$ cat src/rtl/boot_ldr_pkg.sv
package boot_ldr_pkg;

  typedef enum logic [2:0] {
    LDR_IDLE    = 3'd0,
    LDR_READ_LO = 3'd1,
    LDR_READ_HI = 3'd2,
    LDR_DONE    = 3'd3,
    LDR_INVALID = 3'd4
  } ldr_state_e;

  // header layout, byte offsets within a region
  localparam int HDR_BYTES  = 5;
  localparam int OFS_MAG_HI = 0;
  localparam int OFS_MAG_LO = 1;
  localparam int OFS_LEN_HI = 2;
  localparam int OFS_LEN_LO = 3;
  localparam int OFS_CSUM   = 4;
  localparam int LEN_W      = 16;

endpackage

$ cat src/rtl/bl_wait_timer.sv
module bl_wait_timer #(
  parameter int TIMEOUT = 1000
) (
  input  logic clk,
  input  logic rst_n,
  input  logic start,
  input  logic waiting,
  output logic expired
);
  localparam int CW = $clog2(TIMEOUT + 1);
  localparam logic [CW-1:0] LIM = CW'(TIMEOUT - 1);

  logic [CW-1:0] cnt_q, cnt_d;
  logic          cnt_en;

  assign cnt_en  = start | waiting;
  assign cnt_d   = start ? '0 : cnt_q + 1'b1;
  assign expired = waiting && (cnt_q == LIM);

  always_ff @(posedge clk or negedge rst_n) begin
    if (!rst_n)      cnt_q <= '0;
    else if (cnt_en) cnt_q <= cnt_d;
  end

  // a pending read never waits past the window
  assert_wait_bounded_R7: assert property (@(posedge clk) disable iff (!rst_n)
    waiting |-> (cnt_q <= LIM));

endmodule

$ cat src/rtl/bl_rise_det.sv
module bl_rise_det (
  input  logic clk,
  input  logic rst_n,
  input  logic din,
  output logic rise
);
  logic prev_q;

  always_ff @(posedge clk or negedge rst_n) begin
    if (!rst_n) prev_q <= 1'b0;
    else        prev_q <= din;
  end

  assign rise = din && !prev_q;

endmodule

$ cat src/rtl/bl_image_check.sv
module bl_image_check import boot_ldr_pkg::*; #(
  parameter int          AW    = 16,
  parameter logic [15:0] MAGIC = 16'hC3A5
) (
  input  logic            clk,
  input  logic            rst_n,
  input  logic            clr,
  input  logic            byte_en,
  input  logic [AW-2:0]   idx,
  input  logic [7:0]      data,
  output logic            bad,
  output logic            last
);
  localparam int OFF_W   = AW - 1;
  localparam int MAX_LEN = (2 ** (AW - 1)) - HDR_BYTES;

  logic [7:0]       len_hi_q, ck_q, sum_q;
  logic [LEN_W-1:0] len_q, len_now;
  logic [7:0]       sum_nx;
  logic [LEN_W:0]   idx_x, end_x;

  assign len_now = {len_hi_q, data};
  assign sum_nx  = sum_q + data;
  assign idx_x   = (LEN_W + 1)'(idx);
  assign end_x   = (LEN_W + 1)'(len_q) + (LEN_W + 1)'(OFS_CSUM);

  always_comb begin
    bad  = 1'b0;
    last = 1'b0;
    if (idx == OFF_W'(OFS_MAG_HI)) begin
      bad = (data != MAGIC[15:8]);
    end else if (idx == OFF_W'(OFS_MAG_LO)) begin
      bad = (data != MAGIC[7:0]);
    end else if (idx == OFF_W'(OFS_LEN_LO)) begin
      bad = (len_now > LEN_W'(MAX_LEN));
    end else if (idx == OFF_W'(OFS_CSUM)) begin
      last = (len_q == '0);
      bad  = last && (data != 8'h00);
    end else if (idx > OFF_W'(OFS_CSUM)) begin
      last = (idx_x == end_x);
      bad  = last && (sum_nx != ck_q);
    end
  end

  always_ff @(posedge clk or negedge rst_n) begin
    if (!rst_n) begin
      len_hi_q <= '0;
      len_q    <= '0;
      ck_q     <= '0;
      sum_q    <= '0;
    end else if (clr) begin
      sum_q <= '0;
    end else if (byte_en) begin
      if (idx == OFF_W'(OFS_LEN_HI)) len_hi_q <= data;
      if (idx == OFF_W'(OFS_LEN_LO)) len_q    <= len_now;
      if (idx == OFF_W'(OFS_CSUM))   ck_q     <= data;
      if (idx >  OFF_W'(OFS_CSUM))   sum_q    <= sum_nx;
    end
  end

endmodule

$ cat src/rtl/boot_image_loader.sv
module boot_image_loader import boot_ldr_pkg::*; #(
  parameter int           AW      = 16,   // up to 17: the length field is 16 bits
  parameter int           TIMEOUT = 1000,
  parameter logic [15:0]  MAGIC   = 16'hC3A5,
  parameter logic [AW-1:0] LO_BASE = '0,
  parameter logic [AW-1:0] HI_BASE = AW'(1) << (AW - 1)
) (
  input  logic          clk,
  input  logic          rst_n,
  input  logic          bus_ok,
  output logic          rd_req,
  output logic [AW-1:0] rd_addr,
  input  logic          rd_vld,
  input  logic [7:0]    rd_data,
  output logic          boot_done,
  output logic          boot_hi,
  output logic          dbg_req
);
  localparam int OFF_W = AW - 1;

  ldr_state_e       st_q, st_d;
  logic [OFF_W-1:0] off_q, off_d;
  logic             pend_q, pend_d;
  logic             hi_q, hi_d;
  logic             clr, byte_en, fail;
  logic             bad, last, expired, rise, waiting;

  assign rd_req    = ((st_q == LDR_READ_LO) || (st_q == LDR_READ_HI)) && !pend_q;
  assign rd_addr   = ((st_q == LDR_READ_HI) ? HI_BASE : LO_BASE) + AW'(off_q);
  assign waiting   = pend_q && !rd_vld;
  assign boot_done = (st_q == LDR_DONE);
  assign boot_hi   = (st_q == LDR_DONE) && hi_q;
  assign dbg_req   = (st_q == LDR_INVALID);

  bl_image_check #(.AW(AW), .MAGIC(MAGIC)) chk_i (
    .clk(clk), .rst_n(rst_n), .clr(clr), .byte_en(byte_en),
    .idx(off_q), .data(rd_data), .bad(bad), .last(last)
  );

  bl_wait_timer #(.TIMEOUT(TIMEOUT)) tmr_i (
    .clk(clk), .rst_n(rst_n), .start(rd_req), .waiting(waiting), .expired(expired)
  );

  bl_rise_det edge_i (
    .clk(clk), .rst_n(rst_n), .din(bus_ok), .rise(rise)
  );

  always_comb begin
    st_d    = st_q;
    off_d   = off_q;
    pend_d  = pend_q;
    hi_d    = hi_q;
    clr     = 1'b0;
    byte_en = 1'b0;
    fail    = 1'b0;
    unique case (st_q)
      LDR_IDLE: begin
        st_d   = LDR_READ_LO;
        off_d  = '0;
        pend_d = 1'b0;
        clr    = 1'b1;
      end
      LDR_READ_LO, LDR_READ_HI: begin
        if (!pend_q) begin
          pend_d = 1'b1;
        end else if (rd_vld) begin
          byte_en = 1'b1;
          pend_d  = 1'b0;
          off_d   = off_q + 1'b1;
          if (bad) begin
            fail = 1'b1;
          end else if (last) begin
            st_d = LDR_DONE;
            hi_d = (st_q == LDR_READ_HI);
          end
        end else if (expired) begin
          fail = 1'b1;
        end
        if (fail) begin
          pend_d = 1'b0;
          off_d  = '0;
          clr    = 1'b1;
          st_d   = (st_q == LDR_READ_LO) ? LDR_READ_HI : LDR_INVALID;
        end
      end
      LDR_INVALID: begin
        if (rise) begin
          st_d   = LDR_READ_LO;
          off_d  = '0;
          pend_d = 1'b0;
          clr    = 1'b1;
        end
      end
      default: ;
    endcase
  end

  always_ff @(posedge clk or negedge rst_n) begin
    if (!rst_n) begin
      st_q   <= LDR_IDLE;
      off_q  <= '0;
      pend_q <= 1'b0;
      hi_q   <= 1'b0;
    end else begin
      st_q   <= st_d;
      off_q  <= off_d;
      pend_q <= pend_d;
      hi_q   <= hi_d;
    end
  end

  assert_req_pulse_R2: assert property (@(posedge clk) disable iff (!rst_n)
    rd_req |=> !rd_req);
  assert_done_quiet_R8: assert property (@(posedge clk) disable iff (!rst_n)
    boot_done |-> !rd_req && !dbg_req);
  assert_done_sticky_R8: assert property (@(posedge clk) disable iff (!rst_n)
    boot_done |=> boot_done);
  assert_inv_quiet_R9: assert property (@(posedge clk) disable iff (!rst_n)
    dbg_req |-> !rd_req && !boot_done);
  assert_hi_base_R6: assert property (@(posedge clk) disable iff (!rst_n)
    (rd_req && st_q == LDR_READ_HI) |-> (rd_addr >= HI_BASE));
  assert_restart_R10: assert property (@(posedge clk) disable iff (!rst_n)
    (dbg_req && rise) |=> (st_q == LDR_READ_LO));

endmodule

$ cat config.mk
export PLATFORM = sky130hd
export DESIGN_NAME = boot_image_loader
export DESIGN_NICKNAME = d
export VERILOG_FILES = /design/src/rtl/boot_ldr_pkg.sv /design/src/rtl/bl_wait_timer.sv /design/src/rtl/bl_rise_det.sv /design/src/rtl/bl_image_check.sv /design/src/rtl/boot_image_loader.sv
export SDC_FILE = /design/constraint.sdc
export NUM_CORES = 1
export LEC_CHECK = 0
export ABC_CLOCK_PERIOD_IN_PS = 3600
export CAP_MARGIN = 20
export CORE_ASPECT_RATIO = 0.7
export CORE_MARGIN = 1
export CORE_UTILIZATION = 54
export DETAILED_ROUTE_END_ITERATION = 12
export PLACE_DENSITY_LB_ADDON = 0.2
export SLEW_MARGIN = 20
export SYNTH_ARGS = -nofsm -noshare
export SYNTH_HDL_FRONTEND = slang
export SYNTH_SLANG_ARGS = --single-unit
$ cat constraint.sdc
create_clock -name clk -period 3.6 [get_ports clk]
set_clock_uncertainty 0.15 [all_clocks]
set_input_delay 0.72 -clock clk [delete_from_list [all_inputs] [get_ports clk]]
set_output_delay 0.72 -clock clk [all_outputs]
set_load 0.01 [all_outputs]
==> results by group, run 1 <==
Clocking
  – CTS Buffer Depth: 2
  – Cts bufs inserted: 9
  – Root Driver: clkbuf_16
  – CTS tree: yes
  – Worst-Skew Late Latency: 340 ps
  – Cts-stage hold buffer count: 0
  – Clock slew seen by the registers of the worst setup and hold paths: 50 ps
  – Htree depth: 3
  – CTS sink cnt: 71

Timing
  – Slew headroom: 0.4176
  – Worst Tran Pin Value: 873.6 ps
  – Max Slew Vio Count: 0
  – Final Critical Period: 3574 ps
  – Final setup fails: 0
  – Post-route setup TNS: 0 ps
  – Hold_ws: 344.2 ps
  – Max Fclk: 279.8 MHz
  – Period utilization: 0.9928
  – Number of hold violations in the final report: 0
  – RSZ-0062 raised after global routing: true

Synth
  – Synth unique cells: 59
  – Synth Area in Compound Gates: 0.1342
  – Seq/Total Area, Yosys: 0.3880
  – Avg Cell Area, Syn: 9.521 um^2
  – Post-synthesis adder-cell area fraction: 0.04262
  – Largest family of logic cells by synthesized area: simple AND/OR/NAND/NOR gates
  – Ys flop type: dfrtp_1
  – Post-Synth XOR/XNOR Area: 0.07268
  – Yosys top cell by area: dfrtp_1
  – Post-synth EDFFs: 0
  – Synthesis Warnings: 0
  – Async set-or-reset flop fraction in the synthesized netlist: 1.000
  – Synth cell count leaders: 71 x dfrtp_1, 31 x nor2_1, 27 x nand3_1
  – Count leader, synth: dfrtp_1
  – Yosys top cell area share: 0.3880
  – Simple-Gate Fraction of Synth Area: 0.2145
  – Syn nets: 508
  – Multiplexer share of the synthesized area: 0.1093
  – Synthesized flop and latch total: 71
  – Synthesized area: 4579 um^2
  – Mapped Cells: 481
  – Synth top area cells: dfrtp_1 39%, mux2_2 5.4%, xnor2_1 4.6%, ha_1 3.8%, mux2_4 3.3%

Power
  – Overall power: 1825 uW
  – PD cells: 304.1 nW/um^2
  – Maximum VDD drop: 0.0002969 V
  – P_leak: 0.002743 uW

Global routing
  – Initial antenna violation count: 0
  – Pin count of the biggest net entering global routing: 38
  – Grt peak-use layer: met2
  – M3 GR Usage: 0.07023
  – GRT Total Usage: 0.2974
  – Overflow after GRT: 0
  – Vias in the first global route: 3946
  – Met1 GRT Util: 0.4226
  – Met2 usage: 0.4534
  – Global-route wire length before repair: 20.22 mm

Setup path
  – Worst reg-to-reg path cell count: 13
  – R2R Setup Slk: 110 ps
  – Critical Path AT: 3640 ps
  – CP Capture Type: flip-flop
  – CP Class: in -> reg
  – Startpoint Class: input pin
  – R2R Path Start: chk_i.sum_q[0]
  – CP max FO: 8
  – CP required: 3670 ps
  – CP Launch Point: rd_data[5]

Route
  – DRC Markers: 3
  – Routed len/inst: 18.51 um
  – Drt via density: 6.252
  – Iter 0 DRT Violations: 367
  – Total number of vias: 4214
  – DRT Pass-1 Iters: 9
  – Routed wire length: 12.48 mm
  – Detail Route Antenna Nets: 0

Min path
  – Hold depth: 1
  – Min-delay worst type: reg -> reg
  – Min-delay src: tmr_i.cnt_q[9]

Die
  – Chip Height: 79.05 um
  – Cell Rows: 27
  – Core box area: 8040 um^2
  – Number of I/O pins: 32
  – Die Width: 112.1 um
  – Initial Util: 0.5696
  – Die ar.: 8858 um^2

Finish
  – Fin cells: 674
  – Area Growth Syn to Fin: 31.09%
  – # nets final: 595
  – Ant. Diodes: 0
  – Layout fillers: 586
  – Share of post-route cells with drive strength above 1: 0.2670
  – Final Util: 0.7467

Placement
  – Gp weighted congestion: 0.8987
  – Hpwl dp: 8.771 mm
  – PortBufs: 31
  – Cell count after placement: 648

Status
  – Failing checks: DRC
  – Status: complete, but fails checks

Job
  – # Max-Cap Violations: 0
[critical path, stage by stage]
cell and delay [ps]:
dlygate4sd2_1 290, ha_4 290, buf_4 150, o21a_1 100
o21a_1 170, o32ai_2 170, xor2_1 260, xnor2_1 180
a21oi_2 90, or3_4 340, or3_4 380, buf_12 170
mux2_1 310
[cells in the final DEF, fill, tap and decap left out, drive strengths merged, types with 10 or more instances in the layout]
cell / n
xor2: 14
o21ai: 23
nand3: 28
xnor2: 24
and3: 12
nor4: 16
mux2: 34
nand4: 10
nor3: 20
clkbuf: 15
nor2: 31
nand2: 25
inv: 16
dfrtp: 71
buf: 74
ha: 14
a21oi: 20
clkdlybuf4s50: 23
[area by class of cell]
| type | instances | area, um^2 | share of cell area |
|---|---|---|---|
| multi-input combinational | 368 | 2843 | 0.4735 |
| sequential | 71 | 1777 | 0.2960 |
| timing repair buffer | 102 | 885.9 | 0.1476 |
| clock buffer | 14 | 274.0 | 0.04564 |
| tap | 101 | 126.4 | 0.02105 |
| inverter | 16 | 60.06 | 0.01000 |
| clock inverter | 2 | 37.54 | 0.006253 |
[path summary, 6_finish.rpt]
check,end
min in group asynchronous,off_q[7]
worst min register to register,tmr_i.cnt_q[9]
worst min-delay path,tmr_i.cnt_q[9]
worst max register to register,chk_i.len_q[15]
max in group asynchronous,chk_i.len_q[10]
worst max-delay path,chk_i.len_q[15]
[layer usage]
metal,up-vias,part of all wire
met1,2105,0.47
met4,0,0.014
li1,1937,-
met5,-,0
met2,153,0.45
met3,19,0.073
[cells by family after synthesis]
family                     count (synthesis)
xor gates and xnor gates                  38
and+or+nand+nor                          182
buffers and inverters                     42
muxes                                     42
AOI/OAI and AO/OA                         91
adders and majority gates                 15
DFF                                       71
[sequential cells by signal, indices dropped and copies added, names as in the netlist]
signal and cells:
off_q 15, st_q 3, hi_q 1, edge_i.prev_q 1, tmr_i.cnt_q 10, chk_i.sum_q 8
chk_i.len_hi_q 8, pend_q 1, chk_i.ck_q 8, chk_i.len_q 16
[metrics by stage]
stage	worst slack (ps)	area, um^2
after floorplan	-314.1	4631
after global placement	-685.0	5414
after detailed placement	-769.6	5414
after CTS	24.28	5864
after global routing	-63.70	6003
final	26.02	6003
[what timing repair did]
item                                    4_1_cts  5_1_grt
gates resized for setup                      25       21
pin swaps                                     6        4
buffers inserted                              5        4
cloned                                        1        0
endpoints found under the setup margin       50       40
[power breakdown]
group | leakage, uW | total (uW) | internal [uW] | switching, uW
combinational | 0.00162 | 103 | 47.2 | 56.2
sequential | 0.000969 | 799 | 799 | 0.141
clock | 0.000149 | 923 | 594 | 329
total | 0.00274 | 1830 | 1440 | 386
(Power assumes the default switching activity.)
==> run 2: changes to the inputs <==
--- a/config.mk
+++ b/config.mk
@@ -7,9 +7,11 @@
 export LEC_CHECK = 0
 export ABC_CLOCK_PERIOD_IN_PS = 3600
 export CAP_MARGIN = 20
+export CELL_PAD_IN_SITES_DETAIL_PLACEMENT = 1
+export CELL_PAD_IN_SITES_GLOBAL_PLACEMENT = 2
 export CORE_ASPECT_RATIO = 0.7
 export CORE_MARGIN = 1
-export CORE_UTILIZATION = 54
+export CORE_UTILIZATION = 34
 export DETAILED_ROUTE_END_ITERATION = 12
 export PLACE_DENSITY_LB_ADDON = 0.2
 export SLEW_MARGIN = 20
==> run 2 against run 1 <==
Against the previous run:
- the flow finishes with violations (setup timing)
- fmax is 2.2% lower
- die area is 57% higher
- worst hold slack worse by 40 ps
- register-to-register slack worse by 130 ps
- routed wire length is 18% higher
- setup slack worse by 79 ps
- cell count is 11% higher
- sequential cell count stayed put
- combinational power is 4% lower
- largest power group unchanged
==> results by group, run 2 (synthesis results as in run 1) <==
Status
  – Status: complete, but fails checks
  – Failing checks: setup timing

Power
  – P_leak: 0.002806 uW (+2.3%)
  – Maximum VDD drop: 0.0002037 V (-31%)
  – Overall power: 1898 uW (+4.0%)
  – PD cells: 307.0 nW/um^2 (+0.95%)

Clocking
  – Worst-Skew Late Latency: 340 ps (about the same)
  – Cts bufs inserted: 9 (unchanged)
  – CTS Buffer Depth: 2 (unchanged)
  – CTS sink cnt: 71 (unchanged)
  – Root Driver: clkbuf_16
  – Cts-stage hold buffer count: 0 (unchanged)
  – CTS tree: yes
  – Htree depth: 3 (unchanged)
  – Clock slew seen by the registers of the worst setup and hold paths: 60 ps (about the same)

Finish
  – # nets final: 605 (+1.7%)
  – Layout fillers: 1465 (+150%)
  – Share of post-route cells with drive strength above 1: 0.2813 (+0.01429)
  – Largest registers: chk_i.len_q: 16 flops, off_q: 15 flops, tmr_i.cnt_q: 10 flops
  – Max FFs per register: 16 (unchanged)
  – Most frequent cells in the layout: 77 x buf_4, 71 x dfrtp_1, 30 x nor2_1, 27 x nand3_1, 25 x nand2_1
  – Biggest register: chk_i.len_q
  – Most common cell after layout, fill and taps aside: buf_4
  – Final Util: 0.4707 (-0.2760)
  – Ant. Diodes: 0 (unchanged)
  – Area Growth Syn to Fin: 35.03%
  – Fin cells: 749 (+11%)

Global routing
  – Initial antenna violation count: 0 (unchanged)
  – Vias in the first global route: 4341 (+10%)
  – Global-route wire length before repair: 23.91 mm (+18%)
  – GRT Total Usage: 0.2240 (-0.07340)
  – Pin count of the biggest net entering global routing: 29 (-24%)
  – Overflow after GRT: 0 (unchanged)

Setup path
  – CP Class: in -> reg
  – CP delay by family, top: simple AND/OR/NAND/NOR gates
  – Crit path largest cell delay: 600 ps (+220 ps)
  – Buf+Inv Stages, Crit Path: 2 (-1)
  – Critical path, cell by cell: buf_8 -> ha_4 -> fa_2 -> xor2_2 -> nor4_2 -> o2111ai_1 -> nor4_2 -> a21oi_2 -> or3_4 -> or3_4 -> buf_12 -> mux2_4
  – R2R Setup Slk: -20 ps (-130 ps)
  – Critical Path AT: 3720 ps (+80 ps)
  – CP Capture Type: flip-flop
  – Slowest-stage cell, CP: fa_2
  – Startpoint Class: input pin
  – CP required: 3660 ps (about the same)
  – CP max FO: 8 (unchanged)

Timing
  – Final Critical Period: 3653 ps (+79.30 ps)
  – Slew headroom: 0.4847 (+0.06709)
  – Period utilization: 1.015 (+0.02203)
  – RSZ-0062 raised after global routing: true
  – Max Slew Vio Count: 0 (unchanged)
  – Final setup fails: 16 (+16)
  – Max Fclk: 273.7 MHz (-2.2%)
  – Number of hold violations in the final report: 0 (unchanged)
  – Setup ws final: -53.28 ps (-79.30 ps)
  – Worst Tran Pin Value: 772.9 ps (-100.6 ps)

Route
  – Total number of vias: 4130 (-2.0%)
  – Routed len/inst: 19.61 um (+5.9%)
  – Detail Route Antenna Nets: 0 (unchanged)
  – Routed wire length: 14.69 mm (+18%)
  – Drt via density: 5.514 (-12%)
  – DRT Pass-1 Iters: 4 (-5)
  – DRC Markers: 0 (-3)
  – Iter 0 DRT Violations: 207 (-44%)

Die
  – Core box area: 13140 um^2 (+63%)
  – Die ar.: 13940 um^2 (+57%)
  – Initial Util: 0.3486 (-0.2210)
  – Die Width: 140.7 um (+26%)
  – Chip Height: 99.10 um (+25%)
  – Cell Rows: 35 (+30%)
  – Number of I/O pins: 32 (unchanged)

Placement
  – PortBufs: 31 (unchanged)
  – Gp weighted congestion: 0.7868 (-12%)
  – Hpwl dp: 10.77 mm (+23%)
  – Cell count after placement: 726 (+12%)

Job
  – # Max-Cap Violations: 0 (unchanged)

Min path
  – Min-delay worst type: in -> async
run 2: changes by cell type in the layout (fill, tap and decap cells not counted), moves of 2 or more:
| cell | delta |
|---|---|
| a21oi_1 | +3 |
| a21oi_2 | -3 |
| buf_4 | +10 |
| clkbuf_1 | -2 |
| clkbuf_8 | -2 |
| mux2_2 | -5 |
| mux2_4 | +6 |
| xor2_1 | -2 |
| xor2_2 | +2 |
run 2: worst paths after layout:
check	startpoint	end	cells after the start
setup / recovery	rd_data[0]	chk_i.len_q[7]	12
hold / removal	rst_n	off_q[9]	1
setup reg to reg	chk_i.sum_q[0]	chk_i.len_q[7]	11
hold reg to reg	tmr_i.cnt_q[4]	tmr_i.cnt_q[4]	1
max in group asynchronous	rst_n	chk_i.len_q[3]	2
min in group clk	tmr_i.cnt_q[4]	tmr_i.cnt_q[4]	1
run 2: repair_timing:
action,CTS,global route
endpoints found under the setup margin,53,38
buffers inserted,6,2
cloned,1,0
endpoints found under the hold margin,0,0
pin swaps,15,10
resized for setup,36,13
run 2: per-stage QoR:
stage | worst slack (ps) | hold WS, ps | setup TNS, ps | area (um^2)
finish | -53.28 | 304.5 | -617.5 | 6183
detailed placement | -837.3 | 354.4 | -34970 | 5587
floorplan | -314.1 | 274.4 | -4062 | 4631
CTS | -102.5 | 326.5 | -1388 | 6117
global placement | -773.5 | 342.9 | -31860 | 5587
global route | -159.0 | 361.9 | -3240 | 6183
run 2: worst reg2reg max path, cell delays in order (launching register included):
cell and delay (ps):
dfrtp_1 420, ha_4 190, fa_2 600, xor2_2 80, nor4_2 270, o2111ai_1 160, nor4_2 330, a21oi_2 100
or3_4 330, or3_4 390, buf_12 170, mux2_4 300
run 2: layer usage:
layer | vias up | GRT usage | wire (um)
li1 | 1966 | - | -
met1 | 2092 | 0.3337 | 7697
met2 | 61 | 0.3433 | 6414
met3 | 11 | 0.03130 | 440
met4 | 0 | 0.05100 | 132
met5 | - | 0 | 0
run 2: layout make-up:
class,count,area [um^2],share of cell area
Timing Repair Buffer,112,959.7,0.1552
Tap cell,166,207.7,0.03359
Inverter,16,60.06,0.009713
Clock buffer,10,239.0,0.03865
Multi-Input combinational cell,368,2848,0.4605
Sequential cell,71,1777,0.2873
Clock inverter,6,92.59,0.01497
run 2: power breakdown:
group          internal, uW  switching (uW)  total [uW]
combinational          42.2            57.1        99.2
clock                   629             371        1000
sequential              798           0.242         799
total                  1470             428        1900
==> run 3: changes to the inputs <==
--- a/config.mk
+++ b/config.mk
@@ -10,7 +10,7 @@
 export CELL_PAD_IN_SITES_DETAIL_PLACEMENT = 1
 export CELL_PAD_IN_SITES_GLOBAL_PLACEMENT = 2
 export CORE_ASPECT_RATIO = 0.7
-export CORE_MARGIN = 1
+export CORE_MARGIN = 4
 export CORE_UTILIZATION = 34
 export DETAILED_ROUTE_END_ITERATION = 12
 export PLACE_DENSITY_LB_ADDON = 0.2
==> run 3 against run 2 <==
Against the previous run:
- the run still ends with setup timing left
- power is 5.7% lower
- sequential cell count stayed put
- combinational power is 2.9% lower
- via count is 0.27% lower
- first-iteration DRC count is 9.2% lower
- design area is 1.1% lower
- setup slack worse by 22 ps
- critical path type unchanged
- largest cell class unchanged
==> results by group, run 3 (synthesis results as in run 1) <==
Setup path
  – Most used cell, CP: or3_4
  – R2R Setup Slk: -30 ps (about the same)
  – Worst reg-to-reg path cell count: 11 (unchanged)
  – CP required: 3660 ps (about the same)
  – Critical Path AT: 3740 ps (+20 ps)
  – CP Class: in -> reg
  – Critical path, cell by cell: buf_8 -> ha_4 -> fa_2 -> xor2_1 -> nor4_1 -> o2111ai_1 -> nor4_2 -> a21oi_2 -> or3_4 -> or3_4 -> buf_12 -> mux2_4
  – R2r endpoint: chk_i.len_q[5]
  – CP delay by family, top: simple AND/OR/NAND/NOR gates
  – CP max FO: 8 (unchanged)
  – Slowest-stage cell, CP: fa_2
  – Crit path to: chk_i.len_q[5]
  – Crit path largest cell delay: 580 ps (-20 ps)
  – Startpoint Class: input pin
  – R2R Path Start: chk_i.sum_q[0]
  – CP Capture Type: flip-flop
  – Buf+Inv Stages, Crit Path: 2 (unchanged)
  – Crit path depth: 12 (unchanged)
  – CP Launch Point: rd_data[0]

Finish
  – Area Growth Syn to Fin: 33.55%
  – Most common cell after layout, fill and taps aside: buf_4
  – Max FFs per register: 16 (unchanged)
  – Biggest register: chk_i.len_q
  – Largest registers: chk_i.len_q: 16 flops, off_q: 15 flops, tmr_i.cnt_q: 10 flops
  – # nets final: 599 (-0.99%)
  – Share of post-route cells with drive strength above 1: 0.2790 (-0.002274)
  – Final Util: 0.4640 (-0.006690)
  – Most frequent cells in the layout: 72 x buf_4, 71 x dfrtp_1, 30 x nor2_1, 27 x nand3_1, 25 x nand2_1
  – Ant. Diodes: 0 (unchanged)

Power
  – Maximum VDD drop: 0.0002586 V (+27%)
  – P_leak: 0.002756 uW (-1.8%)
  – PD cells: 292.6 nW/um^2 (-4.7%)
  – Overall power: 1790 uW (-5.7%)

Global routing
  – Pin count of the biggest net entering global routing: 72 (+150%)
  – Overflow after GRT: 0 (unchanged)
  – Initial antenna violation count: 0 (unchanged)
  – Global-route wire length before repair: 24.24 mm (+1.4%)
  – GRT Total Usage: 0.1973 (-0.02667)
  – Vias in the first global route: 4344 (+0.069%)

Clocking
  – Worst-Skew Late Latency: 330 ps (about the same)
  – CTS sink cnt: 71 (unchanged)
  – Cts-stage hold buffer count: 0 (unchanged)
  – Cts bufs inserted: 9 (unchanged)
  – Root Driver: clkbuf_16
  – Clock slew seen by the registers of the worst setup and hold paths: 60 ps (about the same)
  – Htree depth: 3 (unchanged)
  – CTS tree: yes
  – CTS Buffer Depth: 2 (unchanged)

Timing
  – Max Slew Vio Count: 0 (unchanged)
  – Max Fclk: 272.1 MHz (-0.60%)
  – Final setup fails: 16 (unchanged)
  – Period utilization: 1.021 (+0.006149)
  – Number of hold violations in the final report: 0 (unchanged)
  – Slew headroom: 0.3762 (-0.1085)
  – Final Critical Period: 3675 ps (+22.14 ps)
  – Hold_ws: 362.9 ps (+58.42 ps)
  – Setup ws final: -75.42 ps (-22.14 ps)
  – Worst Tran Pin Value: 935.6 ps (+162.7 ps)
  – RSZ-0062 raised after global routing: true

Route
  – DRT Pass-1 Iters: 4 (unchanged)
  – Drt via density: 5.406 (-2.0%)
  – Routed len/inst: 19.24 um (-1.9%)
  – Routed wire length: 14.66 mm (-0.16%)
  – Total number of vias: 4119 (-0.27%)
  – Iter 0 DRT Violations: 188 (-9.2%)
  – Detail Route Antenna Nets: 0 (unchanged)
  – DRC Markers: 0 (unchanged)

Die
  – Die Width: 146.7 um (+4.3%)
  – Cell Rows: 35 (unchanged)
  – Core box area: 13180 um^2 (+0.33%)
  – Die ar.: 15420 um^2 (+11%)
  – Chip Height: 105.1 um (+6.1%)
  – Number of I/O pins: 32 (unchanged)
  – Initial Util: 0.3474 (-0.001158)

Placement
  – PortBufs: 31 (unchanged)
  – Setup WS pre-CTS: -795.8 ps (+41.55 ps)
  – Gp weighted congestion: 0.8403 (+6.8%)
  – Hpwl dp: 10.71 mm (-0.54%)

Status
  – Status: complete, but fails checks
  – Failing checks: setup timing

Min path
  – Min-delay worst type: reg -> reg

Job
  – # Max-Cap Violations: 0 (unchanged)
run 3: changes by cell type in the layout (fill, tap and decap cells not counted), sizes merged:
cell           previous run  this run
buf                      84        78
bufinv                    2         1
clkdlybuf4s15             0         1
dlygate4sd2               5         4
inv                      17        18
run 3: what timing repair did:
action                     CTS  global route
setup endpoints to repair   53            44
pin swaps                   12            10
gates resized for setup     33            12
gates cloned                 1             0
buffers inserted             5             1
run 3: worst min path at each step:
stage	from	end	slack (ps)	depth (start not counted)
after floorplan	rst_n	chk_i.ck_q[0]	270	0
final	tmr_i.cnt_q[9]	tmr_i.cnt_q[9]	360	1
after detailed placement	tmr_i.cnt_q[9]	tmr_i.cnt_q[9]	360	1
after CTS	tmr_i.cnt_q[9]	tmr_i.cnt_q[9]	370	1
after global routing	chk_i.ck_q[0]	chk_i.ck_q[0]	400	1
after global placement	tmr_i.cnt_q[9]	tmr_i.cnt_q[9]	340	1
run 3: layer usage:
metal	up-vias	wire, um	GRT usage
met4	0	131	0.04161
met1	2089	7687	0.3006
li1	1953	-	-
met3	10	438	0.03381
met2	67	6405	0.2915
met5	-	0	0
run 3: worst reg2reg max path, delay by kind of cell (launching register included):
kind / cells / cell delay (ps)
compound gates: 2 / 290
xor+xnor: 1 / 70
fa+ha+maj: 2 / 760
buf+inv: 1 / 170
flops: 1 / 410
mux: 1 / 310
simple gates: 4 / 1340
run 3: final cells by class:
class / count / area [um^2]
multi-input cells: 368 / 2843
flip-flops and latches: 71 / 1777
repair buffers: 106 / 908.4
inverters: 16 / 60.06
well taps: 185 / 231.5
fillers: 1460 / 7066
clock buffers: 10 / 229.0
clock inverters: 6 / 67.56
run 3: per-stage QoR:
stage          instances  area (um^2)  setup TNS [ps]
5_1_grt              762         6116           -2161
3_3_place_gp         740         5573          -31400
6_report             762         6116          -863.0
4_1_cts              762         6052           -1901
3_5_place_dp         740         5573          -33620
2_1_floorplan        481         4631           -4062
run 3: power breakdown:
group          internal, uW  leakage [uW]  total (uW)  switching (uW)
clock network           540      0.000139         894             354
logic                  40.9       0.00165        96.3            55.4
registers               799      0.000969         799           0.230
total                  1380       0.00276        1790             410
